File: src/rtl/uart_irq_pkg.sv
package uart_irq_pkg;
  localparam int EVT_W  = 7;
  localparam int STAT_W = EVT_W + 1;
  localparam int BUF_BIT = EVT_W;
  localparam int CLR_DLY_DEF = 2;
  localparam int BUF_DLY_DEF = 3;
  typedef enum logic [2:0] {
    EV_FRAME = 3'd0, EV_OVRUN = 3'd1, EV_PARITY = 3'd2, EV_EARLY = 3'd3,
    EV_TMO1  = 3'd4, EV_TMO2  = 3'd5, EV_TMO3   = 3'd6
  } evt_idx_e;
endpackage

File: src/rtl/uis_evt_flags.sv
module uis_evt_flags #(
  parameter int N = 7,
  parameter int CLR_DELAY = 2
) (
  input  logic         clk,
  input  logic         rst,
  input  logic [N-1:0] evt_i,
  input  logic         rd_i,
  output logic [N-1:0] flags_o,
  output logic [N-1:0] flags_d_o
);
  logic         rd_q;
  logic         rise;
  logic [N-1:0] flags_q;
  logic [N-1:0] flags_d;
  logic [CLR_DELAY-1:0][N-1:0] pipe_q;

  assign rise = rd_i & ~rd_q;
  // pending clears are dropped for any bit that sees a fresh event
  assign flags_d = (flags_q & ~pipe_q[CLR_DELAY-1]) | evt_i;

  always_ff @(posedge clk) begin
    if (rst) rd_q <= 1'b0;
    else     rd_q <= rd_i;
  end

  always_ff @(posedge clk) begin
    if (rst) begin
      pipe_q <= '0;
    end else begin
      pipe_q[0] <= rise ? (flags_q & ~evt_i) : '0;
      for (int s = 1; s < CLR_DELAY; s++)
        pipe_q[s] <= pipe_q[s-1] & ~evt_i;
    end
  end

  always_ff @(posedge clk) begin
    if (rst) flags_q <= '0;
    else     flags_q <= flags_d;
  end

  assign flags_o   = flags_q;
  assign flags_d_o = flags_d;

  for (genvar b = 0; b < N; b++) begin : g_bit
    // an event pulse leaves its bit set
    a_r1_event_sets: assert property (@(posedge clk) disable iff (rst)
      evt_i[b] |=> flags_q[b]);
    // a fresh event is never lost to a pending clear
    a_r5_event_kept: assert property (@(posedge clk) disable iff (rst)
      (evt_i[b] && pipe_q[CLR_DELAY-1][b]) |=> flags_q[b]);
  end

  // a due clear removes its bits unless an event re-arms them
  a_r4_read_clear: assert property (@(posedge clk) disable iff (rst)
    (|pipe_q[CLR_DELAY-1]) |=>
      ((flags_q & $past(pipe_q[CLR_DELAY-1]) & ~$past(evt_i)) == '0));
endmodule

File: src/rtl/uis_buf_flag.sv
module uis_buf_flag #(
  parameter int DELAY = 3
) (
  input  logic clk,
  input  logic rst,
  input  logic set_i,
  input  logic wr_i,
  input  logic rd_i,
  input  logic to_rx_i,
  output logic buf_o,
  output logic buf_d_o,
  output logic credit_o
);
  localparam int CW = $clog2(DELAY + 1);

  logic [CW-1:0] cnt_q;
  logic buf_q, buf_d, credit_q;
  logic access, fin, clr;

  assign access = wr_i | rd_i;
  assign fin    = (cnt_q == CW'(1)) & ~access;
  assign clr    = fin | to_rx_i;
  assign buf_d  = set_i ? 1'b1 : (clr ? 1'b0 : buf_q);

  always_ff @(posedge clk) begin
    if (rst)              cnt_q <= '0;
    else if (access)      cnt_q <= CW'(DELAY);
    else if (cnt_q != '0) cnt_q <= cnt_q - CW'(1);
  end

  always_ff @(posedge clk) begin
    if (rst) buf_q <= 1'b0;
    else     buf_q <= buf_d;
  end

  always_ff @(posedge clk) begin
    if (rst)         credit_q <= 1'b1;
    else if (access) credit_q <= 1'b0;
    else if (fin)    credit_q <= 1'b1;
  end

  assign buf_o    = buf_q;
  assign buf_d_o  = buf_d;
  assign credit_o = credit_q;

  a_r6_window_clear: assert property (@(posedge clk) disable iff (rst)
    (fin && !set_i) |=> !buf_q);
  a_r7_dir_clear: assert property (@(posedge clk) disable iff (rst)
    (to_rx_i && !set_i) |=> !buf_q);
  a_r8_set_wins: assert property (@(posedge clk) disable iff (rst)
    set_i |=> buf_q);
  a_r9_credit_drop: assert property (@(posedge clk) disable iff (rst)
    access |=> !credit_q);
endmodule

File: src/rtl/uis_irq_gen.sv
module uis_irq_gen #(
  parameter int N = 7
) (
  input  logic         clk,
  input  logic         rst,
  input  logic [N-1:0] flags_d_i,
  input  logic         buf_d_i,
  input  logic         mask_i,
  output logic         irq_n_o
);
  logic irq_n_q;

  always_ff @(posedge clk) begin
    if (rst) irq_n_q <= 1'b1;
    else     irq_n_q <= ~((|flags_d_i) | (buf_d_i & ~mask_i));
  end

  assign irq_n_o = irq_n_q;
endmodule

File: src/rtl/uart_irq_status.sv
module uart_irq_status
  import uart_irq_pkg::*;
#(
  parameter int CLR_DELAY = CLR_DLY_DEF,
  parameter int BUF_DELAY = BUF_DLY_DEF
) (
  input  logic              clk,
  input  logic              rst,
  input  logic [EVT_W-1:0]  evt_i,
  input  logic              buf_set_i,
  input  logic              stat_rd_i,
  input  logic              tx_wr_i,
  input  logic              rx_rd_i,
  input  logic              to_rx_i,
  input  logic              buf_mask_i,
  output logic [STAT_W-1:0] status_o,
  output logic              irq_n_o,
  output logic              credit_o
);
  logic [EVT_W-1:0] flags, flags_d;
  logic buf_flag, buf_d;

  uis_evt_flags #(.N(EVT_W), .CLR_DELAY(CLR_DELAY)) u_evt (
    .clk(clk), .rst(rst), .evt_i(evt_i), .rd_i(stat_rd_i),
    .flags_o(flags), .flags_d_o(flags_d));

  uis_buf_flag #(.DELAY(BUF_DELAY)) u_buf (
    .clk(clk), .rst(rst), .set_i(buf_set_i), .wr_i(tx_wr_i), .rd_i(rx_rd_i),
    .to_rx_i(to_rx_i), .buf_o(buf_flag), .buf_d_o(buf_d), .credit_o(credit_o));

  uis_irq_gen #(.N(EVT_W)) u_irq (
    .clk(clk), .rst(rst), .flags_d_i(flags_d), .buf_d_i(buf_d),
    .mask_i(buf_mask_i), .irq_n_o(irq_n_o));

  assign status_o = {buf_flag, flags};

  a_r2_irq_on_event: assert property (@(posedge clk) disable iff (rst)
    (|status_o[BUF_BIT-1:0]) |-> !irq_n_o);
  a_r3_masked_quiet: assert property (@(posedge clk) disable iff (rst)
    (status_o == {1'b1, {EVT_W{1'b0}}} && !$past(buf_mask_i)) |-> !irq_n_o);
  a_r10_reset_state: assert property (@(posedge clk)
    rst |=> (status_o == '0 && irq_n_o && credit_o));
endmodule

File: config.mk
export PLATFORM = sky130hd
export DESIGN_NAME = uart_irq_status
export DESIGN_NICKNAME = d
export VERILOG_FILES = /design/src/rtl/uart_irq_pkg.sv /design/src/rtl/uis_evt_flags.sv /design/src/rtl/uis_buf_flag.sv /design/src/rtl/uis_irq_gen.sv /design/src/rtl/uart_irq_status.sv
export SDC_FILE = /design/constraint.sdc
export NUM_CORES = 1
export LEC_CHECK = 0
export BUFFER_PORTS_ARGS = -buffer_cell sky130_fd_sc_hd__buf_4
export CAP_MARGIN = 0
export CORE_MARGIN = 1
export CORE_UTILIZATION = 53
export DETAILED_ROUTE_END_ITERATION = 6
export HOLD_SLACK_MARGIN = 0.02
export PLACE_DENSITY = 0.8
export SETUP_SLACK_MARGIN = 0.5
export SYNTH_ARGS = -nofsm -noshare
export SYNTH_HDL_FRONTEND = slang
export SYNTH_SLANG_ARGS = --single-unit
File: constraint.sdc
create_clock -name clk -period 2.25 [get_ports clk]
set_clock_uncertainty 0.05 [all_clocks]
set_input_delay 0.1125 -clock clk [delete_from_list [all_inputs] [get_ports clk]]
set_output_delay 0.1125 -clock clk [all_outputs]
set_load 0.05 [all_outputs]
# Word-level counts from Yosys, hierarchy flattened

Cells that the tools add are included.

Register bits after elaboration: 27
Input bits: 15
Output and inout port bits: 10
Logic and storage cells: 38

Add/sub/neg operators: 1
Eq/ne operators: 1
Muxes and demuxes: 6
Bitwise operators: 17
Reductions and logical operators: 5

Operators with widths:

| operator            | count |
|---|---|
| $and 7x7->7         | 3 |
| $not 7->7           | 2 |
| $or 7x7->7          | 1 |
| $reduce_or 7->1     | 1 |
| $reduce_bool 2->1   | 3 |
| $not 1->1           | 5 |
| $mux 1              | 4 |
| $mux 2              | 2 |
| $and 1x1->1         | 3 |
| $or 1x1->1          | 3 |
| $eq 2x1->1 const B  | 1 |
| $reduce_or 2->1     | 1 |
| $sub 2x1->2 const B | 1 |

# Logic depth before layout (Yosys ltp)

Depth after elaboration: 9
Gate-level depth with buffers: 6
Gate-level depth less buffers: 6

# Cells and area by module

From an unflattened synthesis, not the netlist that was laid out.

Cell total of the unflattened synthesis: 93
Area, all modules: 994.7 sq um

Modules (own cells, without submodules):

| module          | times used | cells each | area an instance (sq um) | sequential area each (sq um) |
|---|---|---|---|---|
| uis_evt_flags   | 1          | 68         | 742.0                    | 440.4 |
| uis_buf_flag    | 1          | 19         | 192.7                    | 80.1 |
| uis_irq_gen     | 1          | 5          | 52.6                     | 20.0 |
| uart_irq_status | 1          | 1          | 7.5                      | 0.0 |

# Worst setup path before layout

OpenSTA, ideal clock, no wires.

Kind: register -> register
From: reg u_evt.flags_q[5] (netlist: u_evt.flags_o[5])
To: reg u_irq.irq_n_q (netlist: u_irq.irq_n_o)
Library setup time: 118 ps
Data arrival time: 1201 ps
Data required time: 2082 ps
Path slack: 881 ps
Stages on the path, launching flop included: 5
Period minus slack after synthesis: 1369 ps
Path through: dfxtp_1 > nor2b_4 > a2111oi_2 > a41oi_1 > nor2_1

Cells in the longest elaborated chain, start to end: 5

RTL lines:

| what                   | RTL line            | RTL |
|---|---|---|
| start, declared        | uis_evt_flags.sv:14 | `logic [N-1:0] flags_q;` |
| start signal, assigned | uis_evt_flags.sv:39 | `else flags_q <= flags_d;` |
| $and 7x7->7            | uis_evt_flags.sv:20 | `assign flags_d = (flags_q & ~pipe_q[CLR_DELAY-1]) \| evt_i;` |
| $or 7x7->7             | uis_evt_flags.sv:20 |  |
| $reduce_or 7->1        | uis_irq_gen.sv:15   | `else irq_n_q <= ~((\|flags_d_i) \| (buf_d_i & ~mask_i));` |
| $or 1x1->1             | uis_irq_gen.sv:15   |  |
| $not 1->1              | uis_irq_gen.sv:15   |  |
| end signal, assigned   | uis_irq_gen.sv:15   |  |
| end, declared          | uis_irq_gen.sv:11   | `logic irq_n_q;` |

No other way between the ends.
A chain may end at the register's enable or synchronous reset.

# Worst setup path in the final report

From: reg u_buf.cnt_q[1]
To: reg u_irq.irq_n_q (netlist: u_irq.irq_n_o)

Cells in the longest elaborated chain, start to end: 8

RTL lines:

| what                   | RTL line           | RTL |
|---|---|---|
| start, declared        | uis_buf_flag.sv:16 | `logic [CW-1:0] cnt_q;` |
| start signal, assigned | uis_buf_flag.sv:27 | `else if (access) cnt_q <= CW'(DELAY);` |
| start signal, assigned | uis_buf_flag.sv:28 | `else if (cnt_q != '0) cnt_q <= cnt_q - CW'(1);` |
| $eq 2x1->1             | uis_buf_flag.sv:21 | `assign fin = (cnt_q == CW'(1)) & ~access;` |
| $and 1x1->1            | uis_buf_flag.sv:21 |  |
| $or 1x1->1             | uis_buf_flag.sv:22 | `assign clr = fin \| to_rx_i;` |
| $mux 1 (2 in series)   | uis_buf_flag.sv:23 | `assign buf_d = set_i ? 1'b1 : (clr ? 1'b0 : buf_q);` |
| $and 1x1->1            | uis_irq_gen.sv:15  |  |
| $or 1x1->1             | uis_irq_gen.sv:15  |  |
| $not 1->1              | uis_irq_gen.sv:15  |  |

No other way between the ends.

==> out/metrics.yaml <==
placed_cell_area_um2: 1150
die_w_um: 44.4
syn_avg_cell_area_um2: 11.2
cts_resized: 0
min_period_ns: 1.39
antenna_found_initial: 0
cts_setup_buffers: 0
p_int_w: 0.000638
synth_nets: 102
fmax_mhz: 718
first_iter_violations: 12
drtAntennaViolNets: 0
tightest_slew_ns: 0.351
track_usage_pct: 18.6
core_area_um2: 1590
clockPowerShare_pct: 23.4
vias: 696
root_buffer: "clkbuf_4"
num-nets-final: 138
relSlewSlack_pct: 76.5
ff2ff_path_depth: 6
yosysUniqueCellTypes: 22
crit_type: "register to register"
viasPerCell: 4.83
grt-ovfl-total: 0
grt_pass1_wl_mm: 2.61
yosys_warnings: 0
swShare_pct: 26.6
synth_seq_cells: 27
min_period_over_period_pct: 61.9
cts_hold_buf: 10
cts_tree: "built"
max-cap-violations: 0
synth_seq_area_share_pct: 56.7
critPathLaunchType: "register"
hp-class: "input pin to register"
worstPathMaxFanout: 3
final.setup.tns_ns: 0
grt_pass1_vias: 631
start_util_pct: 59.8
netlist_area_um2: 953
drv_slew: 0
die_area_um2: 1970
comb_power_share_pct: 18.0
cp-end-kind: "register"
design_area_um2: 1270
required_ns: 2.46
status: "completed"
dr.pass1.iters: 4
antenna_cells: 0
worstSkewPairLatency_ns: 0.32
setup_viol_count_final: 0
max-vdd-ir-drop_mv: 0.483
grt_setup_unrepaired: "false"
drc: 0
clockBufferDepth: 2
cts.sinks: 27
totalPowerFinal_w: 0.000870
die_h_um: 44.4
clk_pin_slew_ns: 0.13
drt-total-wl_mm: 1.68
p_leak_nw: 0.519
syn2layout_area_growth_pct: 33.6
place_congestion: 0.635
powerDensity_nw_per_um2: 683
whs_path_depth: 3
row_count: 14
io_buffers: 24
power_switching_w: 0.000232
grt_start_max_net_pins: 22
power_frac_seq_pct: 58.6
cts_buffers: 3
wl_per_cell_um: 11.7
drive_gt1_share_pct: 30.0
synthCells: 85
hold_violations: 0
ios: 25
arrival_ns: 1.60
htreeDepth: 1
## kinds of logic after synthesis
family          Yosys count  share of synthesized area (%)
buf+inv                  10                           4.46
mux                       1                           1.18
fa+ha+maj                 2                           2.62
flops                    27                           56.7
compound gates           15                           12.6
simple gates             29                           21.5
xor+xnor                  1                          0.919
## final timing paths
| path | startpoint | to | slack [ns] |
|---|---|---|---|
| worst max-delay path | u_buf.cnt_q[1] | u_irq.irq_n_o | 0.86 |
| worst min-delay path | tx_wr_i | u_buf.cnt_q[0] | 0.02 |
| worst min register to register | u_evt.pipe_q[2] | u_evt.pipe_q[9] | 0.42 |
| worst max register to register | u_buf.cnt_q[1] | u_irq.irq_n_o | 0.86 |
## power groups by stage
stage	combinational, W	sequential (W)	clock (W)
final	0.000157	0.000510	0.000204
after global routing	0.000167	0.000513	0.000224
after CTS	0.000157	0.000510	0.000205
after detailed placement	0.000143	0.000520	0
after global placement	0.000140	0.000520	0
after floorplan	0.0000523	0.000558	0
## per-layer routing
layer	vias up	global-route usage [%]	part of all wire [%]	routed length (um)
li1	358	-	-	-
met1	319	24.0	47	796
met2	17	30.6	48	813
met3	2	2.45	3.2	53
met4	0	9.09	0.89	15
met5	-	0	0	0
## final cells by class
type	count	area, um2
Sequential cell	27	541
Timing Repair Buffer	34	280
Inverter	7	26.3
Fill cell	108	320
Multi-Input combinational cell	48	370
Tap cell	24	30.0
Clock buffer	4	26.3
## synth_stat cells (all sizes together)
master | instances | area [um2]
a2111oi | 3 | 40.0
dfxtp | 27 | 541
nor2b | 4 | 47.6
ha | 2 | 25.0
mux2 | 1 | 11.3
or3b | 1 | 8.76
xor2 | 1 | 8.76
nor2 | 7 | 26.3
nor3b | 14 | 105
nand2b | 2 | 12.5
o21ba | 3 | 30.0
buf | 2 | 12.5
clkbuf | 1 | 3.75
a21oi | 6 | 30.0
nor3 | 1 | 5.00
a41oi | 1 | 8.76
o21ai | 1 | 5.00
a31oi | 1 | 6.26
inv | 7 | 26.3
## layout by cell type (no fill, tap or decap), drive strengths merged
cell         Yosys  routed
nor3             1       1
nor2b            4       4
buf              2      24
a31oi            1       1
o21ai            1       1
xor2             1       1
clkbuf           1       4
nor3b           14      14
dfxtp           27      27
inv              7       7
or3b             1       1
a21oi            6       6
ha               2       2
a2111oi          3       3
o21ba            3       3
nor2             7       7
nand2b           2       2
dlygate4sd3      0      10
a41oi            1       1
mux2             1       1
## critical path, stage by stage, from the launching register on
cell and delay, ns:
dfxtp_1 0.32, inv_1 0.08, ha_1 0.17, or3b_1 0.34
a31oi_1 0.22, nor3_1 0.07, nor2_1 0.09
## flip-flops by register name, indices dropped and copies added (netlist names)
signal          cells
u_evt.flags_o       7
u_evt.rd_q          1
u_buf.cnt_q         2
u_buf.credit_o      1
u_buf.buf_o         1
u_irq.irq_n_o       1
u_evt.pipe_q       14
## through the flow
stage	setup slack (ns)	cells	hold WS [ns]	utilization, %
detailed placement	0.874	130	0.248	72.0
floorplan	0.881	85	0.138	-
global route	0.745	144	0.0319	79.9
CTS	0.845	144	0.0207	79.9
finish	0.857	144	0.0214	79.9
global placement	0.965	130	0.245	72.0
Power figures use the tool's default switching activity.
